===== src/rtl/alu8_pkg.sv =====
// Shared types for the 8-bit add/subtract unit.
// Assumes a 2-bit operation select and a four-flag status nibble.
package alu8_pkg;

    // Operation select encoding; bit 1 marks subtraction, bit 0 marks carry use
    typedef enum logic [1:0] {
        OP_ADD = 2'b00,
        OP_ADC = 2'b01,
        OP_SUB = 2'b10,
        OP_SBC = 2'b11
    } alu_op_e;

    // Status flags in the order they are packed into the flag byte
    typedef struct packed {
        logic zero;
        logic sub;
        logic half;
        logic carry;
    } alu_flags_t;

endpackage


===== src/rtl/alu8_carry_sel.sv =====
// Decodes the operation select into a direction bit and the effective
// carry-in. Assumes op bit 1 selects subtraction and op bit 0 enables the
// stored carry; the stored carry is dropped for the plain operations.
module alu8_carry_sel
    import alu8_pkg::*;
(
    input  logic [1:0] op_sel,
    input  logic       carry_in,
    output logic       is_sub,
    output logic       cin_eff
);

    alu_op_e op;

    // Decode direction and gate the stored carry
    always_comb begin
        op      = alu_op_e'(op_sel);
        is_sub  = (op == OP_SUB) || (op == OP_SBC);
        cin_eff = ((op == OP_ADC) || (op == OP_SBC)) ? carry_in : 1'b0;
    end

endmodule


===== src/rtl/alu8_wide_sum.sv =====
// Forms the sum or difference one bit wider than the data, with the carry-in
// as a separate term so the operand never wraps. It also recovers the per-bit
// carry (or borrow) vector as wide_result ^ a ^ b.
// Assumes unsigned operands, zero-extended by one bit.
module alu8_wide_sum #(
    parameter int DATA_W = 8
) (
    input  logic              is_sub,
    input  logic              cin_eff,
    input  logic [DATA_W-1:0] opnd_a,
    input  logic [DATA_W-1:0] opnd_b,
    output logic [DATA_W:0]   wide_res,
    output logic [DATA_W:0]   carry_vec
);

    localparam int EXT_W = DATA_W + 1;

    logic [EXT_W-1:0] ext_a;
    logic [EXT_W-1:0] ext_b;
    logic [EXT_W-1:0] ext_c;

    // Zero-extend both operands and the carry term to the wide width
    always_comb begin
        ext_a = {1'b0, opnd_a};
        ext_b = {1'b0, opnd_b};
        ext_c = {{DATA_W{1'b0}}, cin_eff};
    end

    // Wide add or subtract, then the carry/borrow vector
    always_comb begin
        if (is_sub) begin
            wide_res = ext_a - ext_b - ext_c;
        end else begin
            wide_res = ext_a + ext_b + ext_c;
        end
        carry_vec = wide_res ^ ext_a ^ ext_b;
    end

endmodule


===== src/rtl/alu8_flag_gen.sv =====
// Derives the result byte and the four status flags from the wide result and
// the carry vector, and packs them into the upper nibble of a flag byte.
// Assumes DATA_W is even, so that the half-carry sits at bit DATA_W/2.
module alu8_flag_gen
    import alu8_pkg::*;
#(
    parameter int DATA_W = 8
) (
    input  logic              is_sub,
    input  logic [DATA_W:0]   wide_res,
    input  logic [DATA_W:0]   carry_vec,
    output logic [DATA_W-1:0] result,
    output alu_flags_t        flags,
    output logic [7:0]        flags_byte
);

    localparam int HALF_POS = DATA_W / 2;

    // Result byte and flag extraction
    always_comb begin
        result      = wide_res[DATA_W-1:0];
        flags.zero  = ~|wide_res[DATA_W-1:0];
        flags.sub   = is_sub;
        flags.half  = carry_vec[HALF_POS];
        flags.carry = carry_vec[DATA_W];
    end

    // Pack flags into bits 7..4, low nibble zero
    always_comb begin
        flags_byte = {flags, 4'b0000};
    end

endmodule


===== src/rtl/alu8_arith.sv =====
// Top of the 8-bit add/subtract unit: add, add with carry, subtract and
// subtract with borrow, with zero, subtract, half-carry and carry flags.
// Purely combinational; assumes the core samples the outputs on its own clock.
module alu8_arith
    import alu8_pkg::*;
#(
    parameter int DATA_W = 8
) (
    input  logic [1:0]        op_sel,
    input  logic [DATA_W-1:0] opnd_a,
    input  logic [DATA_W-1:0] opnd_b,
    input  logic              carry_in,
    output logic [DATA_W-1:0] result,
    output logic              flag_zero,
    output logic              flag_sub,
    output logic              flag_half,
    output logic              flag_carry,
    output logic [7:0]        flags_byte
);

    logic            is_sub;
    logic            cin_eff;
    logic [DATA_W:0] wide_res;
    logic [DATA_W:0] carry_vec;
    alu_flags_t      flags;

    alu8_carry_sel u_csel (
        .op_sel   (op_sel),
        .carry_in (carry_in),
        .is_sub   (is_sub),
        .cin_eff  (cin_eff)
    );

    alu8_wide_sum #(.DATA_W(DATA_W)) u_sum (
        .is_sub    (is_sub),
        .cin_eff   (cin_eff),
        .opnd_a    (opnd_a),
        .opnd_b    (opnd_b),
        .wide_res  (wide_res),
        .carry_vec (carry_vec)
    );

    alu8_flag_gen #(.DATA_W(DATA_W)) u_flags (
        .is_sub     (is_sub),
        .wide_res   (wide_res),
        .carry_vec  (carry_vec),
        .result     (result),
        .flags      (flags),
        .flags_byte (flags_byte)
    );

    // Break the flag struct out to individual ports
    always_comb begin
        flag_zero  = flags.zero;
        flag_sub   = flags.sub;
        flag_half  = flags.half;
        flag_carry = flags.carry;
    end

endmodule


===== config.mk =====
export PLATFORM = sky130hd
export DESIGN_NAME = alu8_arith
export DESIGN_NICKNAME = d
export VERILOG_FILES = /design/src/rtl/alu8_pkg.sv /design/src/rtl/alu8_carry_sel.sv /design/src/rtl/alu8_wide_sum.sv /design/src/rtl/alu8_flag_gen.sv /design/src/rtl/alu8_arith.sv
export SDC_FILE = /design/constraint.sdc
export NUM_CORES = 1
export LEC_CHECK = 0
export ABC_AREA = 1
export BUFFER_PORTS_ARGS = -buffer_cell sky130_fd_sc_hd__buf_2
export CAP_MARGIN = 20
export CELL_PAD_IN_SITES_DETAIL_PLACEMENT = 0
export CELL_PAD_IN_SITES_GLOBAL_PLACEMENT = 1
export CORE_UTILIZATION = 25
export DETAILED_ROUTE_END_ITERATION = 6
export GPL_ROUTABILITY_DRIVEN = 1
export PLACE_DENSITY_LB_ADDON = 0.1
export SETUP_SLACK_MARGIN = 0.4
export SYNTH_ARGS = -nofsm -noshare
export SYNTH_HDL_FRONTEND = slang
export SYNTH_HIERARCHICAL = 1
export SYNTH_SLANG_ARGS = --single-unit

===== constraint.sdc =====
create_clock -name vclk -period 3.2
set_clock_uncertainty 0.2 [all_clocks]
set_input_delay 0.32 -clock vclk [all_inputs]
set_output_delay 0.32 -clock vclk [all_outputs]
set_load 0.1 [all_outputs]

==> results of run 1 <==
[worst max-delay path, stage by stage]
cell and delay [ps]:
sky130_fd_sc_hd__buf_6 70, sky130_fd_sc_hd__nand2_4 50, sky130_fd_sc_hd__inv_4 50, sky130_fd_sc_hd__inv_2 30, sky130_fd_sc_hd__fa_2 340, sky130_fd_sc_hd__buf_4 150
sky130_fd_sc_hd__ha_4 260, sky130_fd_sc_hd__nand2_1 50, sky130_fd_sc_hd__nor2_1 120, sky130_fd_sc_hd__o21ai_1 90, sky130_fd_sc_hd__nand3_1 70, sky130_fd_sc_hd__nand2_1 50
sky130_fd_sc_hd__nand3_1 70, sky130_fd_sc_hd__nand2_2 70, sky130_fd_sc_hd__nor2_2 120, sky130_fd_sc_hd__nand2_2 70, sky130_fd_sc_hd__nor2_4 140, sky130_fd_sc_hd__buf_12 190
[path summary, 6_finish.rpt]
check / cells past startpoint / endpoint
worst max-delay path: 18 / flag_zero
worst min-delay path: 2 / flags_byte[6]
[per-layer routing]
metal	vias up	share of wire	GRT usage
li1	666	-	-
met1	544	0.52	0.1698
met2	22	0.44	0.1967
met3	0	0.034	0
met4	0	0	0
met5	-	0	0
[power by group through the flow]
stage               sequential (mW)  combinational [mW]  clock, mW
floorplan                         0               0.506          0
global placement                  0               0.591          0
detailed placement                0               0.586          0
CTS                               0               0.609          0
global route                      0               0.667          0
finish                            0               0.622          0
[final cells by class]
type,count,area [um^2],area share
multi-input combinational,148,1090,0.6649
timing repair buffer,38,305.3,0.1863
inverter,42,160.2,0.09771
tap,67,83.83,0.05115
[timing repair]
item,in CTS,in global routing
pin swaps,3,5
setup buffers,0,2
gates resized for setup,13,11
setup endpoints to repair,7,10
[stage by stage]
stage	instances	hold slack, ps	total power, mW	setup slack [ps]
after CTS	293	1031	0.6086	350.6
after global placement	293	1030	0.5913	239.7
after global routing	295	1045	0.6667	219.0
after detailed placement	293	1030	0.5860	264.9
after floorplan	212	818.8	0.5060	130.3
final	295	1003	0.6220	371.2
==> run summary, run 1 <==
The flow ran to the end, and the final reports show no timing, DRC or antenna violations. For this run, the post-layout net count is 274. The die is 73.63 um tall.

Internal power comes to 0.1783 mW. For this block, the routed nets add up to 3063 um of wire. The detailed router finished its first iteration with 37 violations. The layout overhead on the synthesized area came out at 27.80%.

The final number of max-transition violations was 0. The core utilization of the finished layout was 0.3403. The number of antenna violations at the first check in global routing came out at 0. The number of hold violations in the final report is 0, and the max-capacitance violation count is 0. Fill cells in the final layout number 545. Clock buffers in the final layout number 0. The placed instances occupy a cell area of 0.001505 mm^2. Sequential cell count: 0. The tools report the initial cell density of the core as 0.2662.

The run gives 0.1144 as the global router's overall resource usage. The path class of the lowest-slack min-delay path was in2out. Setup violations remaining at the end of the flow were counted as 0. The tools report the area of all placed cells without fillers as 0.001639 mm^2. The library cell used most frequently in the layout, excluding fill and tap cells, is sky130_fd_sc_hd__nand2_1.

Routability-driven placement congestion ratio: 0.7608. The startpoint of the most critical hold path was op_sel[1]. Critical path capture point type: an output pin. The first TritonRoute pass finished after 4 iterations. Setup repair after global routing could not meet its margin everywhere. The total area inside the core boundary comes to 0.004817 mm^2. The logs give 2631 um for the half-perimeter wire length after placement and 0.001282 mm^2 for the area of the mapped netlist. Entering global routing, the biggest net connects 17 pins. The initialized floorplan defines 25 standard-cell rows.

The die outline width is 73.63 um. The share of layout cells above drive strength 1 was 0.3465; the fmax was 353.5 MHz. In the routed layout, each cell is associated on average with a via count of 4.176. 0 antenna diodes ended up in the layout.

The detailed router placed 1,232 vias in this run. The register share of total power is 0, and the number of I/O port buffers is 35. The cell count after synthesis came out at 209. Summed over all cells, the static leakage comes to 0.8714 nW. For this design the ratio of total power to cell area is 379.5 mW/mm^2.

The tools report the wire length of the first global-routing pass as 4919 um. For the via count of the first global-routing pass, the log shows 1,110. For this design the top-level I/O count stands at 39.

After global routing the overflow that remains totals 0. The logs give 0 for the total of hold buffers inserted after clock tree synthesis and 0 ps for the sum of negative setup slack. Biggest fanout along the worst timing path: 2.

The worst path in the final design needs a cycle of 2829 ps, including I/O delays and setup. The switching fraction of total power was 0.7133. In the layout the commonest cells are sky130_fd_sc_hd__nand2_1, sky130_fd_sc_hd__inv_1, sky130_fd_sc_hd__buf_2.

The post-detailed-route DRC marker count was 0. IR analysis of the VDD net gives a maximum drop of 140.4 uV. For this design the total switching power over the nets is 0.4437 mW.

The start-to-end type of the worst setup path was in2out. After detailed routing, the average wire length per cell comes to 10.38 um. The die covers 0.005421 mm^2. The fraction of the cycle the final worst path needs came out at 0.8840. The data required time at the worst endpoint was 2680 ps.

The worst setup path is launched from a primary input. The tools report the launch point of the critical path as carry_in. Averaged over all synthesized cells, the footprint is 6.136 um^2. The logic gate share of total power is 1.000.

The logs give 6 for the count of warnings emitted by yosys and 2310 ps for the arrival time reported for the critical path endpoint. The count of nets left with antenna violations once routing finished came out at 0. The storage element area was 0 um^2. For the portion of total power attributed to the clock network, the log shows 0.
Note: power is estimated with default switching activity, not from simulation.
==> run 2, diff against run 1 <==
==> constraint.sdc (replaced) <==
create_clock -name vclk -period 3.2
set_clock_uncertainty 0.2 [all_clocks]
set_input_delay 0.64 -clock vclk [all_inputs]
set_output_delay 0.64 -clock vclk [all_outputs]
set_load 0.1 [all_outputs]
==> run 2 against run 1 <==
Compared with the run above: worst setup slack got worse by 660 ps; maximum frequency decreased by 19%; combinational power increased by 30%; design area increased by 31%; wire length increased by 1.4%; core utilization increased by 10 points; sequential cell count unchanged; largest cell class unchanged; count of clock-buffer cells in the layout unchanged; critical path depth increased by 1; sequential share of layout area unchanged; the flow now finishes with violations (setup timing); first-iteration DRC count decreased by 14%.
==> run summary, run 2 (synthesis results as in run 1) <==
Max-cap violations in this run came to 0. The post-route non-filler standard cell count is 336, and the final critical-path required period is 3485 ps. Final antenna diode count: 0.

The min-delay analysis places its worst path in the category in2out. The tools report the number of antenna violations at the first check in global routing as 0. The tools report the number of placed cells counting well taps as 331.

The routability-driven placement congestion ratio is 0.7316. STA classifies the critical path startpoint as a primary input. The tools report the total design power as 0.8098 mW. For the residual antenna-violating net count after detailed routing, the log shows 0. The share of layout cells above drive strength 1 is 0.4944.

The layout overhead on the synthesized area came out at 67.22%. The final reports fail on setup timing. Of all nets on the critical path, the largest fanout is 4. For the leakage power, the log shows 1.130 nW. The tools report the total via count after detailed routing as 1,381.

The initial cell density of the core was 0.2662; the storage element area was 0 um^2. The run gives 3106 um as the wire length after detailed routing. The run gives 0 as the aggregate global routing overflow. The flow ran to the end, but the final reports show violations. After the first detailed-routing iteration, the DRC count stood at 32. The tools report the global router's overall resource usage as 0.1216. The final number of max-transition violations was 0; the number of I/O port buffers was 35.

In this run the vertical extent of the chip is 73.63 um. Measured along the x axis, the die boundary spans 73.63 um. The most frequent standard cell in the layout excluding fill and tap cells was sky130_fd_sc_hd__nand2_1. After detailed routing, the number of vias per cell comes to 4.110. Fraction of the cycle the final worst path needs: 1.089. The run gives 1646 ps as the worst slack on hold paths. The floorplan has 25 rows. The logs give 0 for the total of hold buffers inserted after clock tree synthesis and 17 for the largest net degree at the start of global routing.

For the worst setup path, the data required time is 2360 ps. Setup repair after global routing could not meet its margin everywhere. The number of hold violations in the final report was 0.

The power density over the cells was 377.6 mW/mm^2; the arrival time reported for the critical path endpoint was 2640 ps. For the via count of the first global-routing pass, the log shows 1,217. At the end of the flow, the number of nets in the layout was 315. The top cell types in the final layout, fill and taps aside, are sky130_fd_sc_hd__nand2_1, sky130_fd_sc_hd__buf_4, sky130_fd_sc_hd__inv_1. The sum of negative setup slack was -2054 ps. The die footprint is 0.005421 mm^2, and the number of clock buffers in the layout is 0.

The core utilization of the finished layout is 0.4452. Setup violations remaining at the end of the flow were counted as 9. The first detailed-routing pass took 4 iterations. For this run, design rule violations remaining after detail routing come to 0. The region available for standard cell placement spans 0.004817 mm^2. The half-perimeter wire length after placement is 2730 um, and the peak supply drop is 141.4 uV. The wire length of the first global-routing pass came out at 5278 um. Based on the critical path, the design can be clocked at up to 287.0 MHz.

STA classifies the critical path endpoint as an output pin. The start-to-end type of the worst setup path is in2out. The mean routed wirelength per cell was 9.244 um.

The post-route worst setup slack is -284.9 ps, and the number of placed I/O pins is 39. The run gives 0 as the sequential cell count.
run 2: cell count changes in the layout (fill, tap and decap cells not counted), sizes merged:
cell	change
buf	+43
clkbuf	-2
run 2: power breakdown:
| part | switching (mW) | leakage (nW) | internal (mW) |
|---|---|---|---|
| combinational | 0.483 | 1.13 | 0.327 |
| sequential | 0 | 0 | 0 |
| clock | 0 | 0 | 0 |
run 2: critical path, stage by stage:
cell and delay [ps]:
sky130_fd_sc_hd__buf_8 70, sky130_fd_sc_hd__nand2_4 40, sky130_fd_sc_hd__inv_4 50, sky130_fd_sc_hd__inv_2 30, sky130_fd_sc_hd__fa_2 360, sky130_fd_sc_hd__fa_2 360, sky130_fd_sc_hd__inv_2 50, sky130_fd_sc_hd__nand2_1 40
sky130_fd_sc_hd__nand2_1 70, sky130_fd_sc_hd__nand2_2 80, sky130_fd_sc_hd__buf_4 140, sky130_fd_sc_hd__buf_6 110, sky130_fd_sc_hd__nand2_4 50, sky130_fd_sc_hd__nand3b_4 90, sky130_fd_sc_hd__nand2_4 90, sky130_fd_sc_hd__nor2_1 40
sky130_fd_sc_hd__nand2_1 90, sky130_fd_sc_hd__nor2_4 60, sky130_fd_sc_hd__buf_12 160
run 2: stage by stage:
step           worst slack, ps  cell area (um^2)
6_report                -284.9              2145
5_1_grt                 -396.2              2145
4_1_cts                 -310.4              2110
3_5_place_dp            -386.7              1961
3_3_place_gp            -376.7              1961
2_1_floorplan           -509.6              1483
run 2: timing repair:
item	4_1_cts	5_1_grt
pin swaps	13	7
buffers inserted	5	0
setup endpoints to repair	14	14
gates resized for setup	26	8
run 2: metal layers:
metal / track usage / part of all wire / vias to the layer above
met1: 0.1775 / 0.51 / 606
met4: 0 / 0 / 0
met3: 0 / 0.020 / 0
met2: 0.2130 / 0.47 / 28
li1: - / - / 747
met5: 0 / 0 / -
run 2: final cells by class:
type,count,area (um^2)
fillers,515,2673
well taps,67,83.83
inverters,42,160.2
repair buffers,79,750.7
multi-input cells,148,1150
run 2: worst paths after layout:
path	from	endpoint	slack (ps)	cells after the start
min	op_sel[1]	flags_byte[6]	1650	2
max	carry_in	flags_byte[7]	-280	19
